<file path="src/rtl/spi_regs_pkg.sv">
package spi_regs_pkg;
  localparam logic [11:0] ADDR_GLOBAL   = 12'h004;
  localparam logic [11:0] ADDR_XFER     = 12'h008;
  localparam logic [11:0] ADDR_QCTL     = 12'h018;
  localparam logic [11:0] ADDR_QSTAT    = 12'h01C;
  localparam logic [11:0] ADDR_CLKDIV   = 12'h024;
  localparam logic [11:0] ADDR_TOTAL    = 12'h030;
  localparam logic [11:0] ADDR_FROMQ    = 12'h034;
  localparam logic [11:0] ADDR_AUXCNT   = 12'h038;
  localparam logic [11:0] ADDR_TXPORT   = 12'h200;
  localparam logic [11:0] ADDR_RXPORT   = 12'h300;

  typedef enum logic [2:0] {
    ST_IDLE, ST_LOAD, ST_SHIFT, ST_PUSH, ST_DONE
  } eng_state_t;
endpackage

</file>
<file path="src/rtl/spi_byte_fifo.sv">
module spi_byte_fifo #(
  parameter int W     = 8,
  parameter int DEPTH = 64
) (
  input  logic                         clk,
  input  logic                         rst_n,
  input  logic                         clr,
  input  logic                         push,
  input  logic [W-1:0]                 wdata,
  input  logic                         pop,
  output logic [W-1:0]                 rdata,
  output logic [$clog2(DEPTH+1)-1:0]   count,
  output logic                         full,
  output logic                         empty
);
  localparam int AW = $clog2(DEPTH);
  localparam int CW = $clog2(DEPTH+1);

  logic [W-1:0]  mem [DEPTH];
  logic [AW-1:0] wr_q, wr_d, rd_q, rd_d;
  logic [CW-1:0] cnt_q, cnt_d;
  logic          do_push, do_pop;

  assign full    = (cnt_q == CW'(DEPTH));
  assign empty   = (cnt_q == '0);
  assign do_push = push && !full;
  assign do_pop  = pop && !empty;
  assign rdata   = mem[rd_q];
  assign count   = cnt_q;

  always_comb begin
    wr_d  = wr_q;
    rd_d  = rd_q;
    cnt_d = cnt_q;
    if (clr) begin
      wr_d  = '0;
      rd_d  = '0;
      cnt_d = '0;
    end else begin
      if (do_push) wr_d = (wr_q == AW'(DEPTH-1)) ? '0 : wr_q + AW'(1);
      if (do_pop)  rd_d = (rd_q == AW'(DEPTH-1)) ? '0 : rd_q + AW'(1);
      if (do_push && !do_pop)      cnt_d = cnt_q + CW'(1);
      else if (do_pop && !do_push) cnt_d = cnt_q - CW'(1);
    end
  end

  always_ff @(posedge clk or negedge rst_n) begin
    if (!rst_n) begin
      wr_q  <= '0;
      rd_q  <= '0;
      cnt_q <= '0;
    end else begin
      wr_q  <= wr_d;
      rd_q  <= rd_d;
      cnt_q <= cnt_d;
    end
  end

  always_ff @(posedge clk) begin
    if (do_push && !clr) mem[wr_q] <= wdata;
  end

  AST_COUNT_BOUND: assert property (@(posedge clk) disable iff (!rst_n)
    cnt_q <= CW'(DEPTH));
endmodule

</file>
<file path="src/rtl/spi_shift_engine.sv">
module spi_shift_engine
  import spi_regs_pkg::*;
#(
  parameter int CNT_W = 24,
  parameter int DIV_W = 8
) (
  input  logic             clk,
  input  logic             rst_n,
  input  logic             clr,
  input  logic             go,
  input  logic             cpol,
  input  logic             cpha,
  input  logic             pause_en,
  input  logic [DIV_W-1:0] div,
  input  logic [CNT_W-1:0] total,
  input  logic [CNT_W-1:0] from_q,
  input  logic             tx_empty,
  input  logic [7:0]       tx_data,
  output logic             tx_pop,
  input  logic             rx_full,
  output logic             rx_push,
  output logic [7:0]       rx_data,
  output logic             done,
  output logic             sclk,
  output logic             mosi,
  input  logic             miso
);
  eng_state_t       state_q, state_d;
  logic [CNT_W-1:0] byte_q, byte_d;
  logic [DIV_W-1:0] div_q, div_d;
  logic [3:0]       edge_q, edge_d;
  logic [7:0]       sr_q, sr_d, rx_q, rx_d, nb;
  logic             phase_q, phase_d, mosi_q, mosi_d, use_q;

  assign sclk    = phase_q ^ cpol;
  assign mosi    = mosi_q;
  assign rx_data = rx_q;

  always_comb begin
    state_d = state_q;  byte_d = byte_q;  div_d = div_q;  edge_d = edge_q;
    sr_d = sr_q;  rx_d = rx_q;  phase_d = phase_q;  mosi_d = mosi_q;
    tx_pop = 1'b0;  rx_push = 1'b0;  done = 1'b0;
    use_q = 1'b0;  nb = 8'h00;
    if (clr || (!go && state_q != ST_IDLE)) begin
      state_d = ST_IDLE;
      phase_d = 1'b0;
    end else begin
      case (state_q)
        ST_IDLE: if (go) begin
          byte_d = '0;
          if (total == '0) begin
            done    = 1'b1;
            state_d = ST_DONE;
          end else state_d = ST_LOAD;
        end
        ST_LOAD: if (!(pause_en && rx_full)) begin
          use_q  = (byte_q < from_q) && !tx_empty;
          tx_pop = use_q;
          nb     = use_q ? tx_data : 8'h00;
          if (cpha) sr_d = nb;
          else begin
            mosi_d = nb[7];
            sr_d   = {nb[6:0], 1'b0};
          end
          edge_d  = '0;
          div_d   = '0;
          state_d = ST_SHIFT;
        end
        ST_SHIFT: if (div_q == div) begin
          div_d   = '0;
          phase_d = ~phase_q;
          edge_d  = edge_q + 4'd1;
          if (!edge_q[0]) begin
            if (cpha) begin
              mosi_d = sr_q[7];
              sr_d   = {sr_q[6:0], 1'b0};
            end else rx_d = {rx_q[6:0], miso};
          end else begin
            if (cpha) rx_d = {rx_q[6:0], miso};
            else if (edge_q != 4'd15) begin
              mosi_d = sr_q[7];
              sr_d   = {sr_q[6:0], 1'b0};
            end
          end
          if (edge_q == 4'd15) state_d = ST_PUSH;
        end else div_d = div_q + DIV_W'(1);
        ST_PUSH: begin
          rx_push = 1'b1;
          byte_d  = byte_q + CNT_W'(1);
          if (byte_q + CNT_W'(1) == total) begin
            done    = 1'b1;
            state_d = ST_DONE;
          end else state_d = ST_LOAD;
        end
        default: ;
      endcase
    end
  end

  always_ff @(posedge clk or negedge rst_n) begin
    if (!rst_n) begin
      state_q <= ST_IDLE;  byte_q <= '0;  div_q <= '0;  edge_q <= '0;
      sr_q <= '0;  rx_q <= '0;  phase_q <= 1'b0;  mosi_q <= 1'b0;
    end else begin
      state_q <= state_d;  byte_q <= byte_d;  div_q <= div_d;  edge_q <= edge_d;
      sr_q <= sr_d;  rx_q <= rx_d;  phase_q <= phase_d;  mosi_q <= mosi_d;
    end
  end

  AST_SCLK_IDLE: assert property (@(posedge clk) disable iff (!rst_n)
    (state_q == ST_IDLE) |-> (sclk == cpol));
  AST_BYTE_WHOLE: assert property (@(posedge clk) disable iff (!rst_n)
    (state_q == ST_PUSH) |-> (phase_q == 1'b0));
  AST_ZERO_FILL: assert property (@(posedge clk) disable iff (!rst_n)
    (state_q == ST_LOAD && byte_q >= from_q) |-> !tx_pop);
  AST_PAUSE_HOLD: assert property (@(posedge clk) disable iff (!rst_n)
    (state_q == ST_LOAD && pause_en && rx_full && go && !clr) |=> (state_q == ST_LOAD));
endmodule

</file>
<file path="src/rtl/spi_master_regs.sv">
module spi_master_regs
  import spi_regs_pkg::*;
#(
  parameter int DEPTH = 64,
  parameter int CNT_W = 24,
  parameter int DIV_W = 8,
  parameter int NCS   = 4
) (
  input  logic           clk,
  input  logic           rst_n,
  input  logic           bus_sel,
  input  logic           bus_we,
  input  logic [11:0]    bus_addr,
  input  logic [31:0]    bus_wdata,
  output logic [31:0]    bus_rdata,
  output logic           spi_sclk,
  output logic           spi_mosi,
  input  logic           spi_miso,
  output logic [NCS-1:0] spi_cs
);
  localparam int CW    = $clog2(DEPTH+1);
  localparam int SEL_W = $clog2(NCS);

  logic             rs_meta, rs_n;
  logic             wr, rd, srst, tx_clr, rx_clr;
  logic             en_q, en_d, mst_q, mst_d, tp_q, tp_d;
  logic             cpha_q, cpha_d, cpol_q, cpol_d, alow_q, alow_d;
  logic             man_q, man_d, lvl_q, lvl_d, start_q, start_d;
  logic [SEL_W-1:0] sel_q, sel_d;
  logic [DIV_W-1:0] div_q, div_d;
  logic [CNT_W-1:0] tot_q, tot_d, frq_q, frq_d;
  logic [31:0]      aux_q, aux_d, rmux, rdata_q;
  logic             tx_push, tx_pop, tx_full, tx_empty;
  logic             rx_push, rx_pop, rx_full, rx_empty, done;
  logic [7:0]       tx_head, rx_head, rx_byte;
  logic [CW-1:0]    tx_cnt, rx_cnt;
  logic [NCS-1:0]   cs_on;

  always_ff @(posedge clk or negedge rst_n) begin
    if (!rst_n) begin
      rs_meta <= 1'b0;
      rs_n    <= 1'b0;
    end else begin
      rs_meta <= 1'b1;
      rs_n    <= rs_meta;
    end
  end

  assign wr      = bus_sel && bus_we;
  assign rd      = bus_sel && !bus_we;
  assign srst    = wr && bus_addr == ADDR_GLOBAL && bus_wdata[31];
  assign tx_clr  = srst || (wr && bus_addr == ADDR_QCTL && bus_wdata[31]);
  assign rx_clr  = srst || (wr && bus_addr == ADDR_QCTL && bus_wdata[15]);
  assign tx_push = wr && bus_addr == ADDR_TXPORT;
  assign rx_pop  = rd && bus_addr == ADDR_RXPORT && !rx_empty;

  always_comb begin
    en_d = en_q;  mst_d = mst_q;  tp_d = tp_q;
    cpha_d = cpha_q;  cpol_d = cpol_q;  alow_d = alow_q;
    sel_d = sel_q;  man_d = man_q;  lvl_d = lvl_q;
    div_d = div_q;  tot_d = tot_q;  frq_d = frq_q;  aux_d = aux_q;
    if (wr) begin
      case (bus_addr)
        ADDR_GLOBAL: begin
          en_d = bus_wdata[0];  mst_d = bus_wdata[1];  tp_d = bus_wdata[7];
        end
        ADDR_XFER: begin
          cpha_d = bus_wdata[0];  cpol_d = bus_wdata[1];  alow_d = bus_wdata[2];
          sel_d  = bus_wdata[4 +: SEL_W];
          man_d  = bus_wdata[6];  lvl_d = bus_wdata[7];
        end
        ADDR_CLKDIV: div_d = bus_wdata[DIV_W-1:0];
        ADDR_TOTAL:  tot_d = bus_wdata[CNT_W-1:0];
        ADDR_FROMQ:  frq_d = bus_wdata[CNT_W-1:0];
        ADDR_AUXCNT: aux_d = bus_wdata;
        default: ;
      endcase
    end
    if (srst || !(en_q && mst_q) || done) start_d = 1'b0;
    else if (wr && bus_addr == ADDR_XFER && bus_wdata[31]) start_d = 1'b1;
    else start_d = start_q;
  end

  always_comb begin
    rmux = '0;
    case (bus_addr)
      ADDR_GLOBAL: rmux = {24'h0, tp_q, 5'h0, mst_q, en_q};
      ADDR_XFER: begin
        rmux = {start_q, 23'h0, lvl_q, man_q, 2'b00, 1'b0, alow_q, cpol_q, cpha_q};
        rmux[4 +: SEL_W] = sel_q;
      end
      ADDR_QSTAT: begin
        rmux[7:0]   = 8'(rx_cnt);
        rmux[23:16] = 8'(tx_cnt);
      end
      ADDR_CLKDIV: rmux[DIV_W-1:0] = div_q;
      ADDR_TOTAL:  rmux[CNT_W-1:0] = tot_q;
      ADDR_FROMQ:  rmux[CNT_W-1:0] = frq_q;
      ADDR_AUXCNT: rmux = aux_q;
      ADDR_RXPORT: rmux[7:0] = rx_empty ? 8'h00 : rx_head;
      default: ;
    endcase
  end

  always_ff @(posedge clk or negedge rs_n) begin
    if (!rs_n) begin
      en_q <= 1'b0;  mst_q <= 1'b0;  tp_q <= 1'b0;
      cpha_q <= 1'b0;  cpol_q <= 1'b0;  alow_q <= 1'b0;
      sel_q <= '0;  man_q <= 1'b0;  lvl_q <= 1'b0;  start_q <= 1'b0;
      div_q <= '0;  tot_q <= '0;  frq_q <= '0;  aux_q <= '0;  rdata_q <= '0;
    end else begin
      en_q <= en_d;  mst_q <= mst_d;  tp_q <= tp_d;
      cpha_q <= cpha_d;  cpol_q <= cpol_d;  alow_q <= alow_d;
      sel_q <= sel_d;  man_q <= man_d;  lvl_q <= lvl_d;  start_q <= start_d;
      div_q <= div_d;  tot_q <= tot_d;  frq_q <= frq_d;  aux_q <= aux_d;
      if (rd) rdata_q <= rmux;
    end
  end

  assign bus_rdata = rdata_q;

  spi_byte_fifo #(.W(8), .DEPTH(DEPTH)) i_txq (
    .clk(clk), .rst_n(rs_n), .clr(tx_clr), .push(tx_push), .wdata(bus_wdata[7:0]),
    .pop(tx_pop), .rdata(tx_head), .count(tx_cnt), .full(tx_full), .empty(tx_empty));

  spi_byte_fifo #(.W(8), .DEPTH(DEPTH)) i_rxq (
    .clk(clk), .rst_n(rs_n), .clr(rx_clr), .push(rx_push), .wdata(rx_byte),
    .pop(rx_pop), .rdata(rx_head), .count(rx_cnt), .full(rx_full), .empty(rx_empty));

  spi_shift_engine #(.CNT_W(CNT_W), .DIV_W(DIV_W)) i_eng (
    .clk(clk), .rst_n(rs_n), .clr(srst), .go(start_q), .cpol(cpol_q), .cpha(cpha_q),
    .pause_en(tp_q), .div(div_q), .total(tot_q), .from_q(frq_q),
    .tx_empty(tx_empty), .tx_data(tx_head), .tx_pop(tx_pop),
    .rx_full(rx_full), .rx_push(rx_push), .rx_data(rx_byte), .done(done),
    .sclk(spi_sclk), .mosi(spi_mosi), .miso(spi_miso));

  for (genvar g = 0; g < NCS; g++) begin : g_cs
    assign spi_cs[g] = (sel_q == SEL_W'(g)) ? (man_q ? lvl_q : (start_q ? ~alow_q : alow_q))
                                            : alow_q;
  end

  assign cs_on = spi_cs ^ {NCS{alow_q}};

  AST_CS_SINGLE: assert property (@(posedge clk) disable iff (!rs_n)
    $onehot0(cs_on));
  AST_EN_GATE: assert property (@(posedge clk) disable iff (!rs_n)
    !(en_q && mst_q) |=> !start_q);
  AST_TX_NO_DROP_FLAG: assert property (@(posedge clk) disable iff (!rs_n)
    (tx_full && !tx_pop && !tx_clr) |=> tx_full);
endmodule

</file>
<file path="config.mk">
export PLATFORM = sky130hd
export DESIGN_NAME = spi_master_regs
export DESIGN_NICKNAME = d
export VERILOG_FILES = /design/src/rtl/spi_regs_pkg.sv /design/src/rtl/spi_byte_fifo.sv /design/src/rtl/spi_shift_engine.sv /design/src/rtl/spi_master_regs.sv
export SDC_FILE = /design/constraint.sdc
export NUM_CORES = 1
export LEC_CHECK = 0
export CORE_ASPECT_RATIO = 1.75
export CORE_MARGIN = 4
export CORE_UTILIZATION = 54
export CTS_BUF_LIST = sky130_fd_sc_hd__clkbuf_16
export CTS_CLUSTER_SIZE = 14
export DETAILED_ROUTE_END_ITERATION = 12
export GPL_TIMING_DRIVEN = 0
export PLACE_DENSITY = 0.72
export SYNTH_ARGS = -nofsm -noshare
export SYNTH_HDL_FRONTEND = slang
export SYNTH_SLANG_ARGS = --single-unit
export TNS_END_PERCENT = 100
</file>
<file path="constraint.sdc">
create_clock -name clk -period 10.76 [get_ports clk]
set_input_delay 3.228 -clock clk [delete_from_list [all_inputs] [get_ports clk]]
set_output_delay 3.228 -clock clk [all_outputs]
set_load 0.03 [all_outputs]
</file>
-- Word level (Yosys, flattened, before mapping)
Memory sizes are Yosys's and may differ from the RTL's.
Cells that the tools add are included.
- bits in writable memories: 1024
- flip-flop bits (word level): 228
- input bits: 49
- output and inout bits: 38
- memories kept: 2
- logic and storage cells: 248
- memories (name ; words ; bits a word ; rd ports ; clocked after Yosys merged registers in ; wr ports ; line ; source):
    i_rxq.mem ; 64 ; 8 ; 1 ; 0 ; 1 ; spi_byte_fifo.sv:19 ; logic [W-1:0] mem [DEPTH];
    i_txq.mem ; 64 ; 8 ; 1 ; 0 ; 1 ; spi_byte_fifo.sv:19 ;
- bitwise logic cells: 4
- multiplexer cells: 84
- order comparisons: 1
- equal/unequal tests: 39
- $add $sub $neg: 11
- reductions and logical operators: 76
- operators with widths (kind ; count):
    $mux W8 ; 14
    $mux W6 ; 12
    $pmux W8 S8 ; 1
    $eq A12 B6 Y1 const B ; 4
    $pmux W24 S2 ; 1
    $pmux W8 S2 ; 3
    $mux W7 ; 6
    $pmux W8 S4 ; 1
    $mux W1 ; 31
    $logic_and A1 B1 Y1 ; 26
    $add A24 B1 Y24 const B ; 1
    $add A6 B1 Y6 const B ; 4
    $eq A12 B10 Y1 const B ; 2
    $eq A12 B5 Y1 const B ; 2
    $eq A24 B24 Y1 ; 1
    $eq A6 B6 Y1 const B ; 4
    $logic_not A24 Y1 ; 1
    $lt A24 B24 Y1 ; 1
    $mux W24 ; 1
    $pmux W8 S3 ; 1
    $mux W3 ; 7
    $reduce_bool A2 Y1 ; 9
    $add A7 B1 Y7 const B ; 2
    $eq A7 B7 Y1 const B ; 2
    36 further kinds ; 78

-- Logic depth before layout (Yosys ltp)
Gate-level depths: netlist of run 1.
- depth in word-level cells: 11
- gate-level depth with buffers: 20
- gate-level depth less buffers: 20

-- By module
A second synthesis of run 1 with hierarchy kept.
- cell total of the unflattened synthesis: 3179
- area total of the unflattened synthesis: 52967.0 um^2
- modules (own cells, without submodules) (module ; cells an instance ; seq. area each (um^2) ; instances ; area each (um^2)):
    spi_byte_fifo at i_rxq ; 1066 ; 15850.2 ; 1 ; 21033.9
    spi_byte_fifo at i_txq ; 1055 ; 15850.2 ; 1 ; 21011.4
    spi_master_regs ; 531 ; 3328.2 ; 1 ; 6353.6
    spi_shift_engine ; 527 ; 1426.4 ; 1 ; 4568.1

-- Worst setup path before layout of run 1
OpenSTA, ideal clock, no wires.
- kind: input-to-reg
- start: in bus_addr[1]
- end: reg i_rxq.cnt_q[6] (netlist: i_rxq.count[6])
- library setup time: 132 ps
- path buffers: 2
- stages: 17
- data required time: 10628 ps
- data arrival time: 6657 ps
- setup slack: 3971 ps
- cells stage by stage: or4_4 nor3_4 nand4_1 or3_1 clkbuf_1 clkbuf_1 ha_1 inv_1 ha_1 nor2b_1 o21ai_0 a21boi_0 o21a_1 or3_1 a21oi_1 xnor2_1 nor2_1
- longest elaborated chain between the ends: 9
- elaborated cells on any way between the ends: 21
- those cells by class: eq/ne: 3; mux: 3; reduce/logical: 15
- RTL lines (what ; line ; source):
    from (decl) ; spi_master_regs.sv:13 ; input logic [11:0] bus_addr,
    $eq A12 B3 Y1 ; spi_master_regs.sv:51 ; assign srst = wr && bus_addr == ADDR_GLOBAL && bus_wdata[31];
    $logic_and A1 B1 Y1 (2 in a row) ; spi_master_regs.sv:51 ;
    $logic_or A1 B1 Y1 ; spi_shift_engine.sv:44 ; if (clr || (!go && state_q != ST_IDLE)) begin
    $mux W1 ; spi_shift_engine.sv:44 ;
    $logic_and A1 B1 Y1 ; spi_byte_fifo.sv:26 ; assign do_push = push && !full;
    $logic_and A1 B1 Y1 / $logic_not A1 Y1 (equally long branches) ; spi_byte_fifo.sv:42, spi_byte_fifo.sv:43 ;
    $mux W7 / $logic_and A1 B1 Y1 (equally long branches) ; spi_byte_fifo.sv:42, spi_byte_fifo.sv:43 ;
    $mux W7 / $reduce_bool A3 Y1 (equally long branches) ; n/a ;
    to (signal assigned) ; spi_byte_fifo.sv:55 ; cnt_q <= cnt_d;
    to (decl) ; spi_byte_fifo.sv:21 ; logic [CW-1:0] cnt_q, cnt_d;
Several ways; a longest one is shown, not always the timed one.
A chain may end at the register's enable or synchronous reset.

-- Worst setup path after layout of run 1
- start: in bus_addr[2]
- end: reg i_rxq.cnt_q[6] (netlist: i_rxq.count[6])
The elaborated chain is that of the path after synthesis.

==> flow_metrics.py, run 1 <==
metrics = {
    "synth": {
        "syn_area_sq_mm": 0.0524,
        "synth-seq-area-share_pct": 69.5,
        "synthDistinctLibCells": 86,
        "avgSynthCellArea_sq_um": 17.0,
        "synthArstFlopShare_pct": 18.2,
        "syn-num-nets": 3175,
        "synthFlopType": "edfxtp_1",
        "yosysTopAreaCell": "edfxtp_1",
        "ys_ff_latch": 1252,
        "yosysWarnings": 0,
        "yosysTopAreaCellShare_pct": 58.7,
        "syn-instance-count": 3081,
        "synthTopCellsByArea": "edfxtp_1, mux4_2, dfrtp_1, mux2_2, nor2_1",
        "synth_edf_count": 1024,
    },
    "die": {
        "rows": 150,
        "die_w_microns": 244,
        "core_area_sq_mm": 0.0959,
        "dieArea_sq_mm": 0.102,
        "start_util_pct": 54.7,
        "io_pins": 87,
        "die_h_microns": 420,
    },
    "power": {
        "peakVddDrop_mv": 0.160,
        "total_power_mw": 9.00,
        "power.leakage_nw": 20.9,
        "power_density_mw_per_mm2": 154,
    },
    "timing": {
        "setup_violations": 0,
        "setup_tns_ps": 0,
        "hold_viol_final": 0,
        "layout_min_cycle_time_ps": 7450,
        "slew_viol_final": 0,
        "worst_slew_pin_slew_ps": 1270,
        "period_share_pct": 69.2,
        "rsz0062_at_grt": "false",
        "max_freq_ghz": 0.134,
        "skew_ps": 26.5,
        "relSlewSlack_pct": 15.4,
    },
    "worst_setup_path": {
        "worst_ep_required_time_ps": 11350,
        "worst_setup_path_end_kind": "flop",
        "cp_data_arrival_time_ps": 8040,
        "cp-start-kind": "input port",
        "worstSetupPathType": "input port to flop",
        "crit_fanout": 10,
    },
    "finish": {
        "syn_to_final_growth_pct": 11.8,
        "mostFrequentLayoutCells": "edfxtp_1, mux4_2, nor2_1",
        "drive_above_1_share_pct": 19.4,
        "nets": 3392,
        "fin_cells": 4677,
        "final_common_cell": "edfxtp_1",
    },
    "run_status": {
        "status": "finished clean",
    },
    "detailed_routing": {
        "drt_iter0_drc": 3361,
        "drtAntennaViolNets": 0,
        "avgRoutedWirePerCell_microns": 31.5,
        "drt_wl_total_microns": 147000,
        "drc_errors": 0,
        "viasPerCell": 6.52,
        "vias": 30500,
        "drtPass1Iterations": 6,
    },
    "cts": {
        "cts_tree": "yes",
        "cts_buffers": 109,
        "htreeDepth": 3,
        "clock_path_buffers": 3,
        "cts_root_buffer": "clkbuf_16",
        "cts_resized": 0,
        "post_cts_buffers": 0,
        "hold_buffers": 0,
        "clk_pin_slew_ps": 70,
        "clk_latency_ps": 720,
        "clock_sinks": 1252,
    },
    "global_routing": {
        "grt_max_degree": 68,
        "grt_pass1_wl_microns": 216000,
        "antenna_found_initial": 4,
        "grt_pass1_vias": 31600,
        "track_usage_pct": 29.0,
        "grt_overflow_total": 0,
    },
    "placement": {
        "placed_cells_incl_taps": 4479,
        "portBuffers": 85,
        "gp_congestion": 0.985,
        "hpwl_microns": 103000,
    },
    "run": {
        "cap_viol_max_count": 0,
    },
    "min_path": {
        "hold_class": "flop to asynchronous set/reset pin",
    },
}
## synth_stat cells, drive strengths merged (11+ instances only)
| cell type | instances |
|---|---|
| edfxtp | 1024 |
| mux4 | 266 |
| nor2 | 241 |
| dfrtp | 228 |
| nand2 | 154 |
| o21ai | 120 |
| mux2 | 109 |
| clkbuf | 87 |
| mux2i | 85 |
| buf | 84 |
| a21oi | 62 |
| nand3 | 57 |
| inv | 52 |
| ha | 43 |
| xnor2 | 41 |
| a22oi | 40 |
| nor3 | 38 |
| nor4 | 23 |
| or3 | 21 |
| a31oi | 20 |
| nand4 | 19 |
| xor2 | 19 |
| nand3b | 16 |
| and3 | 15 |
| a21o | 13 |
| a221oi | 13 |
| a222oi | 12 |
| and2 | 12 |
| a211oi | 11 |
| nand2b | 11 |
| nor2b | 11 |
## worst max-delay path: stages
cell	delay, ps
clkdlybuf4s50_1	550
nor3b_1	210
and4b_1	210
buf_2	190
o2bb2ai_2	220
nor3_2	570
nand2_1	370
inv_1	280
ha_1	280
inv_1	150
ha_1	330
nor2b_1	160
o21ai_0	230
a21boi_0	150
o21a_1	190
or3_1	310
a21oi_1	200
xnor2_1	140
nor2_1	50
## sequential cells by signal, summed over array words and instances, names as in the netlist, 24 cells and up
signal,count
tot_q,24
i_rxq.mem,512
frq_q,24
i_txq.mem,512
aux_q,32
i_eng.byte_q,24
bus_rdata,32
## worst paths after layout
| kind | start | endpoint | slack (ps) | cells after the start |
|---|---|---|---|---|
| worst max-delay path | bus_addr[2] | i_rxq.count[6]$_DFFE_PN0P_ | 3310 | 19 |
| worst min register to register | rs_n$_DFF_PN0_ | i_txq.rd_q[4]$_DFFE_PN0P_ | 360 | 0 |
| max in group asynchronous | rst_n | rs_n$_DFF_PN0_ | 7950 | 1 |
| min in group clk | rs_meta$_DFF_PN0_ | rs_n$_DFF_PN0_ | 360 | 0 |
| worst max register to register | i_eng.byte_q[9]$_DFFE_PN0P_ | i_txq.count[6]$_DFFE_PN0P_ | 5970 | 19 |
| worst min-delay path | rs_n$_DFF_PN0_ | i_txq.rd_q[4]$_DFFE_PN0P_ | 360 | 0 |
## area by class of cell
class / count / area (sq um)
Antenna cell: 2 / 5.00
Buffer: 171 / 816
Clock buffer: 113 / 2830
Clock inverter: 83 / 448
Fill cell: 6854 / 37300
Inverter: 53 / 199
Multi-Input combinational cell: 1605 / 15000
Sequential cell: 1252 / 36500
Tap cell: 1292 / 1620
Timing Repair Buffer: 106 / 1240
## through the flow
| step | setup WS (ps) | hold WS (ps) | instance area [sq um] | util (%) |
|---|---|---|---|---|
| detailed placement | 2650 | 340 | 55300 | 57.7 |
| global placement | 1250 | 345 | 54900 | 57.2 |
| floorplan | 3940 | 331 | 52400 | - |
| global route | 3080 | 372 | 58600 | 61.1 |
| finish | 3310 | 356 | 58600 | 61.1 |
| CTS | 3410 | 366 | 58600 | 61.1 |
## logic make-up after synthesis
group           after synthesis  synth area share, %
compound gates              379                 4.79
xor+xnor                     60                 1.00
fa+ha+maj                    45                 1.10
buf+inv                     224                 1.94
flops                      1252                 69.5
mux                         460                 15.4
other cells                   1              0.00715
simple gates                660                 6.22
## per-layer routing
| metal | up-vias | part of all wire (%) | global-route usage [%] |
|---|---|---|---|
| li1 | 12700 | - | - |
| met1 | 15700 | 32 | 32.1 |
| met2 | 1666 | 52 | 50.8 |
| met3 | 497 | 7.7 | 5.45 |
| met4 | 4 | 8.3 | 20.0 |
| met5 | - | 0.017 | 0 |
## report_power, final
part	internal, mW	leakage (nW)	switching (mW)
combinational	0.0279	5.46	0.0719
sequential	5.21	13.7	0.00521
clock	1.95	1.75	1.73
total	7.19	20.9	1.80
Note: power is estimated with default switching activity, not from simulation.
==> run 2, diff against run 1 <==
--- a/config.mk
+++ b/config.mk
@@ -12,7 +12,7 @@
 export CTS_CLUSTER_SIZE = 14
 export DETAILED_ROUTE_END_ITERATION = 12
 export GPL_TIMING_DRIVEN = 0
-export PLACE_DENSITY = 0.72
+export PLACE_DENSITY = 0.75
 export SYNTH_ARGS = -nofsm -noshare
 export SYNTH_HDL_FRONTEND = slang
 export SYNTH_SLANG_ARGS = --single-unit
==> constraint.sdc (replaced) <==
create_clock -name clk -period 6.5 [get_ports clk]
set_input_delay 1.95 -clock clk [delete_from_list [all_inputs] [get_ports clk]]
set_output_delay 1.95 -clock clk [all_outputs]
set_load 0.03 [all_outputs]
==> run 2 against run 1 <==
  * Die area stayed put
  * Sequential power is 65% higher
  * Worst setup slack worse by 3100 ps
  * Clock skew is 39 ps higher
  * Utilization is 0.14 points lower
  * Via count is 1.9% lower
  * Critical path type unchanged
  * Critical endpoint is now i_rxq.mem[0][7]$_DFFE_PP_
  * Largest cell class unchanged
==> flow_metrics.py, run 2 (same netlist as run 1, synthesis figures left out) <==
metrics = {
    "cts": {
        "cts_root_buffer": "clkbuf_16",
        "clk_pin_slew_ps": 60,
        "clock_path_buffers": 3,
        "clock_sinks": 1252,
        "hold_buffers": 0,
        "cts_buffers": 106,
        "cts_tree": "yes",
        "clk_latency_ps": 730,
        "htreeDepth": 3,
    },
    "power": {
        "combPwrFrac_pct": 1.1,
        "power.leakage_nw": 20.9,
        "peakVddDrop_mv": 0.239,
        "power_frac_seq_pct": 58.7,
        "switching_share_pct": 20.5,
        "power_density_mw_per_mm2": 251,
        "switchingPower_mw": 3.02,
        "p_int_mw": 11.7,
        "total_power_mw": 14.7,
        "clkPwrFrac_pct": 40.2,
    },
    "detailed_routing": {
        "avgRoutedWirePerCell_microns": 30.3,
        "drt_iter0_drc": 3410,
        "drtPass1Iterations": 6,
        "vias": 29900,
        "viasPerCell": 6.41,
        "drt_wl_total_microns": 141000,
        "drc_errors": 0,
        "drtAntennaViolNets": 0,
    },
    "global_routing": {
        "grt_pass1_vias": 30600,
        "grt_pass1_wl_microns": 206000,
        "antenna_found_initial": 5,
        "grt_max_degree": 65,
        "grt_overflow_total": 0,
        "track_usage_pct": 27.7,
    },
    "timing": {
        "layout_min_cycle_time_ps": 6300,
        "setup_violations": 0,
        "rsz0062_at_grt": "false",
        "skew_ps": 66.0,
        "max_freq_ghz": 0.159,
        "hold_viol_final": 0,
        "relSlewSlack_pct": 8.20,
        "worst_slew_pin_slew_ps": 1360,
        "slew_viol_final": 0,
        "period_share_pct": 96.9,
    },
    "min_path": {
        "hold_depth": 0,
        "hold_class": "flop to flop",
        "hold_path_end": "rs_n$_DFF_PN0_",
        "min_from": "rs_meta$_DFF_PN0_",
    },
    "finish": {
        "drive_above_1_share_pct": 19.3,
        "syn_to_final_growth_pct": 11.5,
        "fin_cells": 4668,
        "top_regs": "i_rxq.mem: 512 flops, i_txq.mem: 512 flops",
        "mostFrequentLayoutCells": "edfxtp_1, mux4_2, nor2_1",
        "final_common_cell": "edfxtp_1",
        "nets": 3389,
    },
    "worst_setup_path": {
        "worstSetupPathType": "input port to flop",
        "worst_ep_required_time_ps": 6790,
        "crit_fanout": 10,
        "worst_r2r_path_depth": 19,
        "r2r_slack_ps": 1710,
        "worst_setup_path_end_kind": "flop",
        "cp-start-kind": "input port",
        "cp_data_arrival_time_ps": 6580,
        "reg2reg_to": "i_txq.count[6]$_DFFE_PN0P_",
        "r2r_start": "i_eng.byte_q[10]$_DFFE_PN0P_",
    },
    "run": {
        "cap_viol_max_count": 0,
    },
    "die": {
        "die_w_microns": 244,
        "start_util_pct": 54.7,
        "io_pins": 87,
        "dieArea_sq_mm": 0.102,
        "die_h_microns": 420,
        "core_area_sq_mm": 0.0959,
        "rows": 150,
    },
    "placement": {
        "hpwl_microns": 98400,
        "gp_congestion": 0.963,
        "placed_cells_incl_taps": 4479,
        "portBuffers": 85,
    },
    "run_status": {
        "status": "finished clean",
    },
}
[run 2: changes by cell type in the layout (fill, tap and decap cells not counted), moves of 2 or more]
cell and delta:
diode_2 +2, inv_1 +5, clkinv_16 +4, clkinv_2 -2
clkbuf_16 -7, clkinv_1 -9, bufinv_16 -2
[run 2: final cells by class]
class	count	area, sq um
fillers	6923	37500
flip-flops and latches	1252	36500
multi-input cells	1605	15000
clock buffers	106	2650
well taps	1292	1620
repair buffers	106	1230
plain buffers	171	816
clock inverters	79	485
inverters	53	199
diodes	4	10.0
[run 2: routing by layer]
layer	wire [microns]	part of all wire, %	global-route usage [%]
met5	0	0	0
met4	11700	8.3	18.7
met3	10100	7.2	4.69
met2	72700	51	48.5
met1	46700	33	31.3
[run 2: metrics by stage]
step	hold slack (ps)	area (sq um)	setup TNS [ps]	setup slack [ps]	util, %
2_1_floorplan	331	52400	0	989	-
3_3_place_gp	339	54900	-24280	-586	57.2
3_5_place_dp	341	55300	-34860	-632	57.6
4_1_cts	318	58400	0	124	60.9
5_1_grt	333	58400	0	56.4	60.9
6_report	316	58400	0	202	60.9
[run 2: worst max-delay path, stage by stage]
cell and delay (ps):
clkdlybuf4s50_1 620, nor3b_1 240, and4b_1 210, buf_2 170, o2bb2ai_2 210, nor3_2 610
nand2_1 380, nor3_1 870, nand2_1 420, nor2_1 890
[run 2: worst max-delay path by stage]
stage,slack [ps],cells past startpoint,startpoint,to
global placement,-590,19,bus_addr[1],i_txq.count[6]$_DFFE_PN0P_
finish,200,10,bus_addr[2],i_rxq.mem[0][7]$_DFFE_PP_
CTS,120,19,bus_addr[1],i_rxq.count[6]$_DFFE_PN0P_
global route,60,19,bus_addr[2],i_rxq.count[6]$_DFFE_PN0P_
detailed placement,-630,19,bus_addr[1],i_rxq.count[6]$_DFFE_PN0P_
floorplan,990,17,bus_addr[1],i_rxq.count[6]$_DFFE_PN0P_
[run 2: timing repair]
item | CTS | global route
hold endpoints to repair | 0 | 0
setup buffers | 0 | 0
setup endpoints to repair | 0 | 2
resized for setup | 0 | 1
[run 2: power groups by stage]
| stage | Sequential (mW) | Clock [mW] | Combinational (mW) |
|---|---|---|---|
| 6_report | 8.63 | 5.90 | 0.164 |
| 5_1_grt | 8.63 | 6.30 | 0.174 |
| 4_1_cts | 8.63 | 5.95 | 0.162 |
| 3_5_place_dp | 8.80 | 0 | 0.162 |
| 3_3_place_gp | 8.84 | 0 | 0.119 |
| 2_1_floorplan | 8.82 | 0 | 0.0177 |
